==> src/rtl/lvd_pkg.sv <==
`timescale 1ns/1ps
package lvd_pkg;
    typedef enum logic [1:0] {
        ST_IDLE  = 2'd0,
        ST_HOLD  = 2'd1,
        ST_PULSE = 2'd2
    } lvd_state_e;
endpackage

==> src/rtl/lvd_sync.sv <==
`timescale 1ns/1ps
module lvd_sync #(
    parameter int STAGES = 2
) (
    input  logic clk,
    input  logic rst_n,
    input  logic d_raw,
    output logic d_sync
);
    logic [STAGES-1:0] chain;

    generate
        if (STAGES == 1) begin : g_one
            always_ff @(posedge clk or negedge rst_n) begin
                if (!rst_n) chain <= '0;
                else        chain <= d_raw;
            end
        end else begin : g_many
            always_ff @(posedge clk or negedge rst_n) begin
                if (!rst_n) chain <= '0;
                else        chain <= {chain[STAGES-2:0], d_raw};
            end
        end
    endgenerate

    assign d_sync = chain[STAGES-1];
endmodule

==> src/rtl/lvd_filter.sv <==
`timescale 1ns/1ps
module lvd_filter #(
    parameter int FILTER_CYCLES = 2
) (
    input  logic clk,
    input  logic rst_n,
    input  logic det_s,
    output logic det_evt
);
    localparam int CW = $clog2(FILTER_CYCLES + 1);
    localparam logic [CW-1:0] LAST = CW'(FILTER_CYCLES - 1);
    localparam logic [CW-1:0] SAT  = CW'(FILTER_CYCLES);

    logic [CW-1:0] run_cnt;

    always_ff @(posedge clk or negedge rst_n) begin
        if (!rst_n)             run_cnt <= '0;
        else if (!det_s)        run_cnt <= '0;
        else if (run_cnt != SAT) run_cnt <= run_cnt + 1'b1;
    end

    // one event per qualified episode: the cycle the run reaches its length
    assign det_evt = det_s && (run_cnt == LAST);

    generate
        if (FILTER_CYCLES >= 2) begin : g_chk
            a_r1_evt_needs_history: assert property (@(posedge clk) disable iff (!rst_n)
                det_evt |-> $past(det_s));
        end
    endgenerate
endmodule

==> src/rtl/lvd_fsm.sv <==
`timescale 1ns/1ps
module lvd_fsm
    import lvd_pkg::*;
#(
    parameter int PULSE_CYCLES = 5
) (
    input  logic clk,
    input  logic rst_n,
    input  logic det_evt,
    input  logic ram_wr_busy,
    input  logic stop_mode,
    input  logic other_rst_active,
    input  logic flag_clr_wr,
    output logic rst_req,
    output logic stop_release,
    output logic lv_flag
);
    localparam int PCW = (PULSE_CYCLES > 1) ? $clog2(PULSE_CYCLES) : 1;
    localparam logic [PCW-1:0] PLAST = PCW'(PULSE_CYCLES - 1);

    lvd_state_e state, state_n;
    logic [PCW-1:0] pcnt;
    logic           flag_q;
    logic           wake_q;
    logic           accept;

    assign accept = (state == ST_IDLE) && det_evt;

    // next-state logic
    always_comb begin
        state_n = state;
        unique case (state)
            ST_IDLE:  if (det_evt)          state_n = ram_wr_busy ? ST_HOLD : ST_PULSE;
            ST_HOLD:  if (!ram_wr_busy)     state_n = ST_PULSE;
            ST_PULSE: if (pcnt == PLAST)    state_n = ST_IDLE;
            default:                        state_n = ST_IDLE;
        endcase
    end

    // state register and counters
    always_ff @(posedge clk or negedge rst_n) begin
        if (!rst_n) begin
            state  <= ST_IDLE;
            pcnt   <= '0;
            flag_q <= 1'b0;
            wake_q <= 1'b0;
        end else begin
            state  <= state_n;
            pcnt   <= (state == ST_PULSE) ? pcnt + 1'b1 : '0;
            wake_q <= accept && stop_mode;
            if (det_evt)          flag_q <= 1'b1;
            else if (flag_clr_wr) flag_q <= 1'b0;
        end
    end

    // outputs
    always_comb begin
        rst_req      = (state == ST_PULSE) && !other_rst_active;
        stop_release = wake_q;
        lv_flag      = flag_q;
    end

    a_r2_flag_on_evt: assert property (@(posedge clk) disable iff (!rst_n)
        det_evt |=> flag_q);
    a_r4_pulse_from_accept: assert property (@(posedge clk) disable iff (!rst_n)
        (accept && !ram_wr_busy) |=> (state == ST_PULSE && pcnt == '0));
    a_r5_hold_on_busy: assert property (@(posedge clk) disable iff (!rst_n)
        (accept && ram_wr_busy) |=> (state == ST_HOLD));
    a_r6_wake_single: assert property (@(posedge clk) disable iff (!rst_n)
        wake_q |=> !wake_q);
    a_r8_no_restart: assert property (@(posedge clk) disable iff (!rst_n)
        (state == ST_PULSE && pcnt != '0) |-> ($past(state) == ST_PULSE && pcnt == PCW'($past(pcnt) + 1'b1)));
endmodule

==> src/rtl/lvd_reset_seq.sv <==
`timescale 1ns/1ps
module lvd_reset_seq #(
    parameter int SYNC_STAGES   = 2,
    parameter int FILTER_CYCLES = 2,
    parameter int PULSE_CYCLES  = 5
) (
    input  logic clk,
    input  logic rst_n,
    input  logic lv_det_raw,
    input  logic stop_mode,
    input  logic ram_wr_busy,
    input  logic other_rst_active,
    input  logic flag_clr_wr,
    output logic rst_req,
    output logic stop_release,
    output logic lv_flag
);
    logic det_s;
    logic det_evt;

    lvd_sync #(.STAGES(SYNC_STAGES)) u_sync (
        .clk(clk), .rst_n(rst_n), .d_raw(lv_det_raw), .d_sync(det_s)
    );

    lvd_filter #(.FILTER_CYCLES(FILTER_CYCLES)) u_filt (
        .clk(clk), .rst_n(rst_n), .det_s(det_s), .det_evt(det_evt)
    );

    lvd_fsm #(.PULSE_CYCLES(PULSE_CYCLES)) u_fsm (
        .clk(clk), .rst_n(rst_n), .det_evt(det_evt),
        .ram_wr_busy(ram_wr_busy), .stop_mode(stop_mode),
        .other_rst_active(other_rst_active), .flag_clr_wr(flag_clr_wr),
        .rst_req(rst_req), .stop_release(stop_release), .lv_flag(lv_flag)
    );

    a_r3_flag_sticky: assert property (@(posedge clk) disable iff (!rst_n)
        (lv_flag && !flag_clr_wr) |=> lv_flag);
    a_r7_masked: assert property (@(posedge clk) disable iff (!rst_n)
        other_rst_active |-> !rst_req);
endmodule

==> config.mk <==
export PLATFORM = sky130hd
export DESIGN_NAME = lvd_reset_seq
export DESIGN_NICKNAME = d
export VERILOG_FILES = /design/src/rtl/lvd_pkg.sv /design/src/rtl/lvd_sync.sv /design/src/rtl/lvd_filter.sv /design/src/rtl/lvd_fsm.sv /design/src/rtl/lvd_reset_seq.sv
export SDC_FILE = /design/constraint.sdc
export NUM_CORES = 1
export LEC_CHECK = 0
export ABC_AREA = 1
export BUFFER_PORTS_ARGS = -buffer_cell sky130_fd_sc_hd__buf_2
export CAP_MARGIN = 20
export CORE_AREA = 10 10 47 49
export DETAILED_ROUTE_END_ITERATION = 7
export DIE_AREA = 0 0 57 59
export SYNTH_ARGS = -nofsm -noshare
export SYNTH_HDL_FRONTEND = slang
export SYNTH_SLANG_ARGS = --single-unit
==> constraint.sdc <==
create_clock -name clk -period 0.9 [get_ports clk]
set_input_delay 0.135 -clock clk [delete_from_list [all_inputs] [get_ports clk]]
set_output_delay 0.135 -clock clk [all_outputs]
set_load 0.005 [all_outputs]
# Word level (Yosys, flattened, before mapping)
# Cells that the tools add are included.
op_classes:
  mul: 0
  n_bitwise: 0
  magnitude_cmp: 0
  n_addsub: 2
  div_mod_pow: 0
  n_mux: 10
  eq_ne: 9
  reduce_logical: 8
  shift: 0
ops:
  columns: ["cell", "n"]
  rows:
  - ["2-bit two-way mux", 6]
  - ["2-bit by 1-bit != test with 1-bit output, second input constant", 3]
  - ["2-bit case mux with 3 select lines", 1]
  - ["2-bit by 1-bit == test with 1-bit output, second input constant", 2]
  - ["1-bit logical AND", 4]
  - ["2-bit != test, second input constant", 2]
  - ["3-bit by 1-bit adder with 3-bit output, second input constant", 1]
  - ["3-bit == test, second input constant", 1]
  - ["3-bit two-way mux", 1]
  - ["3-bit AND reduction", 1]
  - ["2-bit by 1-bit adder with 2-bit output, second input constant", 1]
  - ["2-bit == test, second input constant", 1]
  - ["2-bit zero test", 1]
  - ["1-bit two-way mux", 2]
  - ["2-bit nonzero test", 1]
  - ["1-bit zero test", 1]
totals:
  latch_bits: 0
  output_inout_bits: 3
  elab_cells: 35
  inputBits: 7
  mem_count: 0
  register_bits: 11
  ram_bits: 0
  romBits: 0

# Logic depth before layout (Yosys ltp)
depth:
  word_depth: 4
  ltp_mapped: 6

# Modules after synthesis
# Synthesis repeated with hierarchy kept, for this count alone.
hier_totals:
  hier_cells: 50
  area_unflattened_um2: 475.5
by_module_without_submodules:
  columns: ["mod", "instances", "area_per_inst_um2", "cells_each"]
  rows:
  - ["lvd_fsm", 1, 300.3, 32]
  - ["lvd_filter", 1, 125.1, 16]
  - ["lvd_sync", 1, 50.0, 2]

# Worst setup path before layout
# No wires, ideal clock.
synth_timing:
  path_kind: "register to register"
  from: "reg u_filt.run_cnt[0]"
  to: "reg u_filt.run_cnt[1]"
  t_required_ps: 777
  arrival_time_ps: 838
  path_slack_ps: -61
  setup_ps: 123
  stages_incl_launch_ff: 6
  cell_sequence: "dfrtp_1 inv_1 ha_1 inv_1 o21ai_0 a21oi_1"
synth_between:
  elab_chain_cells: 3
synth_lines:
  columns: ["element", "line", "rtl"]
  rows:
  - ["start: declaration", "lvd_filter.sv:14", "logic [CW-1:0] run_cnt;"]
  - ["start signal: assignment", "lvd_filter.sv:19", "else if (run_cnt != SAT) run_cnt <= run_cnt + 1'b1;"]
  - ["2-bit by 1-bit adder with 2-bit output", "lvd_filter.sv:19", null]
  - ["2-bit two-way mux", "lvd_filter.sv:19", null]
  - ["2-bit two-way mux", "lvd_filter.sv:18", "else if (!det_s) run_cnt <= '0;"]
# Parallel ways exist; a longest one is shown, timed or not. The select of a mux whose other input is x is not followed.
# A chain may end at the register's enable or synchronous reset.

# Worst setup path after layout
layout_timing:
  from: "reg u_fsm.state[0]"
  to: "out rst_req"
layout_between:
  elab_chain_cells: 2
layout_lines:
  columns: ["element", "line", "rtl"]
  rows:
  - ["start: declaration", "lvd_fsm.sv:21", "lvd_state_e state, state_n;"]
  - ["start signal: assignment", "lvd_fsm.sv:48", "state <= state_n;"]
  - ["2-bit == test", "lvd_fsm.sv:58", "rst_req = (state == ST_PULSE) && !other_rst_active;"]
  - ["1-bit logical AND", "lvd_fsm.sv:58", null]
  - ["end: declaration", "lvd_reset_seq.sv:14", "output logic rst_req,"]
# No other way between the ends.

==> insert_results.sql <==
INSERT INTO impl_metrics (metric_group, metric, value, unit) VALUES
('timing', 'final.hold.worst_slack', '0.04531', 'ns'),
('yosys', 'synth.distinct_cells', '12', ''),
('floorplanning', 'initial_core_util', '33.21', '%'),
('power', 'p_leak', '0.3162', 'nW'),
('yosys', 'netlist_area', '465.4', 'um2'),
('route', 'totalWireLength', '900', 'um'),
('cts', 'cts_buffer_depth', '2', ''),
('cts', 'htree_num_levels', '1', ''),
('power', 'vdd_drop_max', '0.0009977', 'V'),
('yosys', 'post-synth-top-area-fraction', '59.14', '%'),
('route', 'detail-route-antenna-nets', '0', ''),
('timing', 'finClkSkew', '0.003407', 'ns'),
('placed_design', 'place.port_buffers', '9', ''),
('route', 'post_drt_wl_per_cell', '11.11', 'um'),
('setup_path', 'timing.critical_path.cells', 'inv_2 -> nand2_2 -> nor2_1 -> buf_2', ''),
('grt', 'grt_antenna_before_repair', '0', ''),
('floorplanning', 'coreArea', '1401', 'um2'),
('placed_design', 'gpl.final_weighted_congestion', '0.6665', ''),
('timing', 'timing_worst_slew_pin_value', '0.2472', 'ns'),
('route', 'via_count', '349', ''),
('timing', 'max_freq', '0.9103', 'GHz'),
('floorplanning', 'die-area', '3363', 'um2'),
('cts', 'clock_latency', '0.26', 'ns'),
('floorplanning', 'placementRows', '14', ''),
('status', 'failed_checks', 'negative setup slack', ''),
('setup_path', 'slowest_stage_cell_on_the_critical_path', 'dfrtp_1', ''),
('yosys', 'mappedNetlistNets', '58', ''),
('final_layout', 'count_of_filler_cells_inserted_in_the_layout', '143', ''),
('floorplanning', 'ios', '10', ''),
('final_layout', 'final_common_cell', 'dfrtp_1', ''),
('route', 'detail_route.vias_per_cell', '4.309', ''),
('timing', 'setup_ws', '-0.1986', 'ns'),
('cts', 'numCtsBuffers', '3', ''),
('cts', 'cts.root.buffer_cell', 'clkbuf_4', ''),
('route', 'detail_route.drc_violations', '0', ''),
('grt', 'wire_length_of_the_first_global_routing_pass', '1.345', 'mm'),
('grt', 'grt_usage', '5.286', '%'),
('timing', 'final_hold_viol_count', '0', ''),
('yosys', 'synth.area.top_cells', 'dfrtp_1 (59%), ha_1 (11%), inv_1 (7.3%), nor2_1 (5.6%), nand2_1 (4.8%)', ''),
('final_layout', 'flow.area_growth_from_synthesis', '41.40', '%'),
('floorplanning', 'die_y_extent', '59', 'um'),
('yosys', 'synth_area_per_cell', '9.903', 'um2'),
('yosys', 'yosysWarningCount', '0', ''),
('setup_path', 'timing.critical_path.arrival', '0.96', 'ns'),
('run', 'maxCapViolCount', '0', ''),
('grt', 'grt_pass1_vias', '349', ''),
('final_layout', 'diodes', '0', ''),
('yosys', 'synth_largest_area_cell', 'dfrtp_1', ''),
('cts', 'clock_tree_from_tritoncts', 'yes', ''),
('route', 'first_pass_iters', '3', ''),
('power', 'power_density', '2683', 'nW/um2'),
('yosys', 'ys_seq_area_share', '59.14', '%'),
('cts', 'clock-sinks', '11', ''),
('floorplanning', 'chipWidth', '57', 'um'),
('worst_hold_path', 'holdCritPathClass', 'in -> reg', ''),
('timing', 'grt_setup_unrepaired', 'true', ''),
('timing', 'timing.max_slew.rel_slack', '83.52', '%'),
('final_layout', 'final_cell_mix', 'dfrtp_1 (11), buf_2 (9), nor2_1 (6)', ''),
('setup_path', 'criticalPathCategory', 'reg -> out', ''),
('timing', 'timing.final.crit_period', '1.099', 'ns'),
('grt', 'grt.overflow.total', '0', ''),
('placed_design', 'place.detailed.hpwl', '670.2', 'um'),
('timing', 'final-max-slew-violation-count', '0', ''),
('final_layout', 'post_layout_nonfiller_instances', '81', ''),
('timing', 'layout_worst_path_cycle_share', '122.1', '%'),
('timing', 'timing.final.setup_violations', '6', ''),
('cts', 'clk_pin_slew', '0.07', 'ns'),
('final_layout', 'share_of_final_layout_standard_cells_stronger_than_drive_strength_1', '49.23', '%'),
('setup_path', 'critPathMaxFanout', '2', ''),
('setup_path', 'critPathCaptureType', 'output port', ''),
('yosys', 'syn-instance-count', '47', ''),
('setup_path', 'worstSetupStartpointType', 'flip-flop', ''),
('placed_design', 'preCtsSetupSlack', '-0.1099', 'ns'),
('placed_design', 'place.detailed.instances', '74', ''),
('status', 'status', 'finished, violations left', ''),
('yosys', 'ys_seq_elements', '11', ''),
('setup_path', 'max_stage_delay', '0.39', 'ns'),
('route', 'first_iter_violations', '1', ''),
('grt', 'grt_max_degree', '12', ''),
('final_layout', 'finalNetCount', '77', ''),
('setup_path', 'worstPathRequired', '0.76', 'ns');
power by group:
part / internal, mW / switching (mW) / leakage, nW
clock: 0.171 / 0.157 / 0.0150
sequential: 0.623 / 0.103 / 0.143
combinational: 0.333 / 0.379 / 0.158
metrics by stage:
stage               setup TNS (ns)  util, %  instance area [um2]  power [mW]
detailed placement         -0.3597    39.02                546.8       1.232
CTS                        -0.5662    44.46                623.1       1.710
finish                     -0.5448    46.96                658.1       1.766
floorplan                 -0.04920        -                466.7       1.039
global placement           -0.2392    39.02                546.8       1.195
global route                -1.049    46.96                658.1       1.925
cell families (layout without fill, tap and decap cells):
family                     Yosys count  after routing  share of synthesized area, %
adders and majority gates            4              4                         10.75
DFF                                 11             11                         59.14
AOI/OAI and AO/OA                    6              6                         7.258
xor gates and xnor gates             1              1                         1.882
buffers and inverters               10             28                         8.063
and+or+nand+nor                     15             15                         12.90
registers in the layout, summed over array words and instances (netlist names):
register,count
u_fsm.pcnt,3
u_filt.run_cnt,2
u_fsm.state,2
u_sync.chain,2
u_fsm.lv_flag,1
u_fsm.stop_release,1
timing repair:
action | 4_1_cts | 5_1_grt
pin swaps | 5 | 3
resized for setup | 10 | 7
endpoints found under the hold margin | 12 | 0
setup buffers | 1 | 0
endpoints found under the setup margin | 10 | 11
hold buffers | 2 | 0
cells in the mapped netlist:
cell type  count
ha_1           4
nand2_1        6
or2_0          1
clkinv_1       1
a21oi_1        2
inv_1          9
nand3_1        1
nor2_1         7
o21ai_0        3
xnor2_1        1
dfrtp_1       11
a21oi_2        1
layer usage:
metal,GRT usage (%),vias to the layer above,part of all wire (%)
met3,3.219,0,7.2
li1,-,180,-
met4,3.020,0,0
met1,5.141,160,43
met2,8.527,9,49
met5,0,-,0
critical path, delay by kind of cell (launching register included):
family / cells / cell delay, ns
AND/OR/NAND/NOR: 2 / 0.13
flip-flops: 1 / 0.39
buffers and inverters: 2 / 0.18
path summary, 6_finish.rpt:
path,start,end,slack (ns),depth (start not counted)
worst min-delay path,flag_clr_wr,u_fsm.lv_flag$_DFFE_PN0P_,0.05,2
worst max register to register,u_filt.run_cnt[0]$_DFFE_PN0P_,u_filt.run_cnt[1]$_DFFE_PN0P_,-0.12,5
max in group asynchronous,rst_n,u_sync.chain[1]$_DFF_PN0_,0.44,2
min in group asynchronous,rst_n,u_fsm.pcnt[1]$_DFF_PN0_,0.26,2
worst min register to register,u_sync.chain[0]$_DFF_PN0_,u_sync.chain[1]$_DFF_PN0_,0.35,0
worst max-delay path,u_fsm.state[0]$_DFFE_PN0P_,rst_req,-0.20,4
area by class of cell:
type	instances	area [um2]	share of cell area (%)
Multi-Input combinational cell	26	210.2	31.94
Sequential cell	11	275.3	41.83
Tap cell	16	20.02	3.042
Clock buffer	4	26.28	3.992
Timing Repair Buffer	14	87.58	13.31
Inverter	10	38.79	5.894
(Power assumes the default switching activity.)
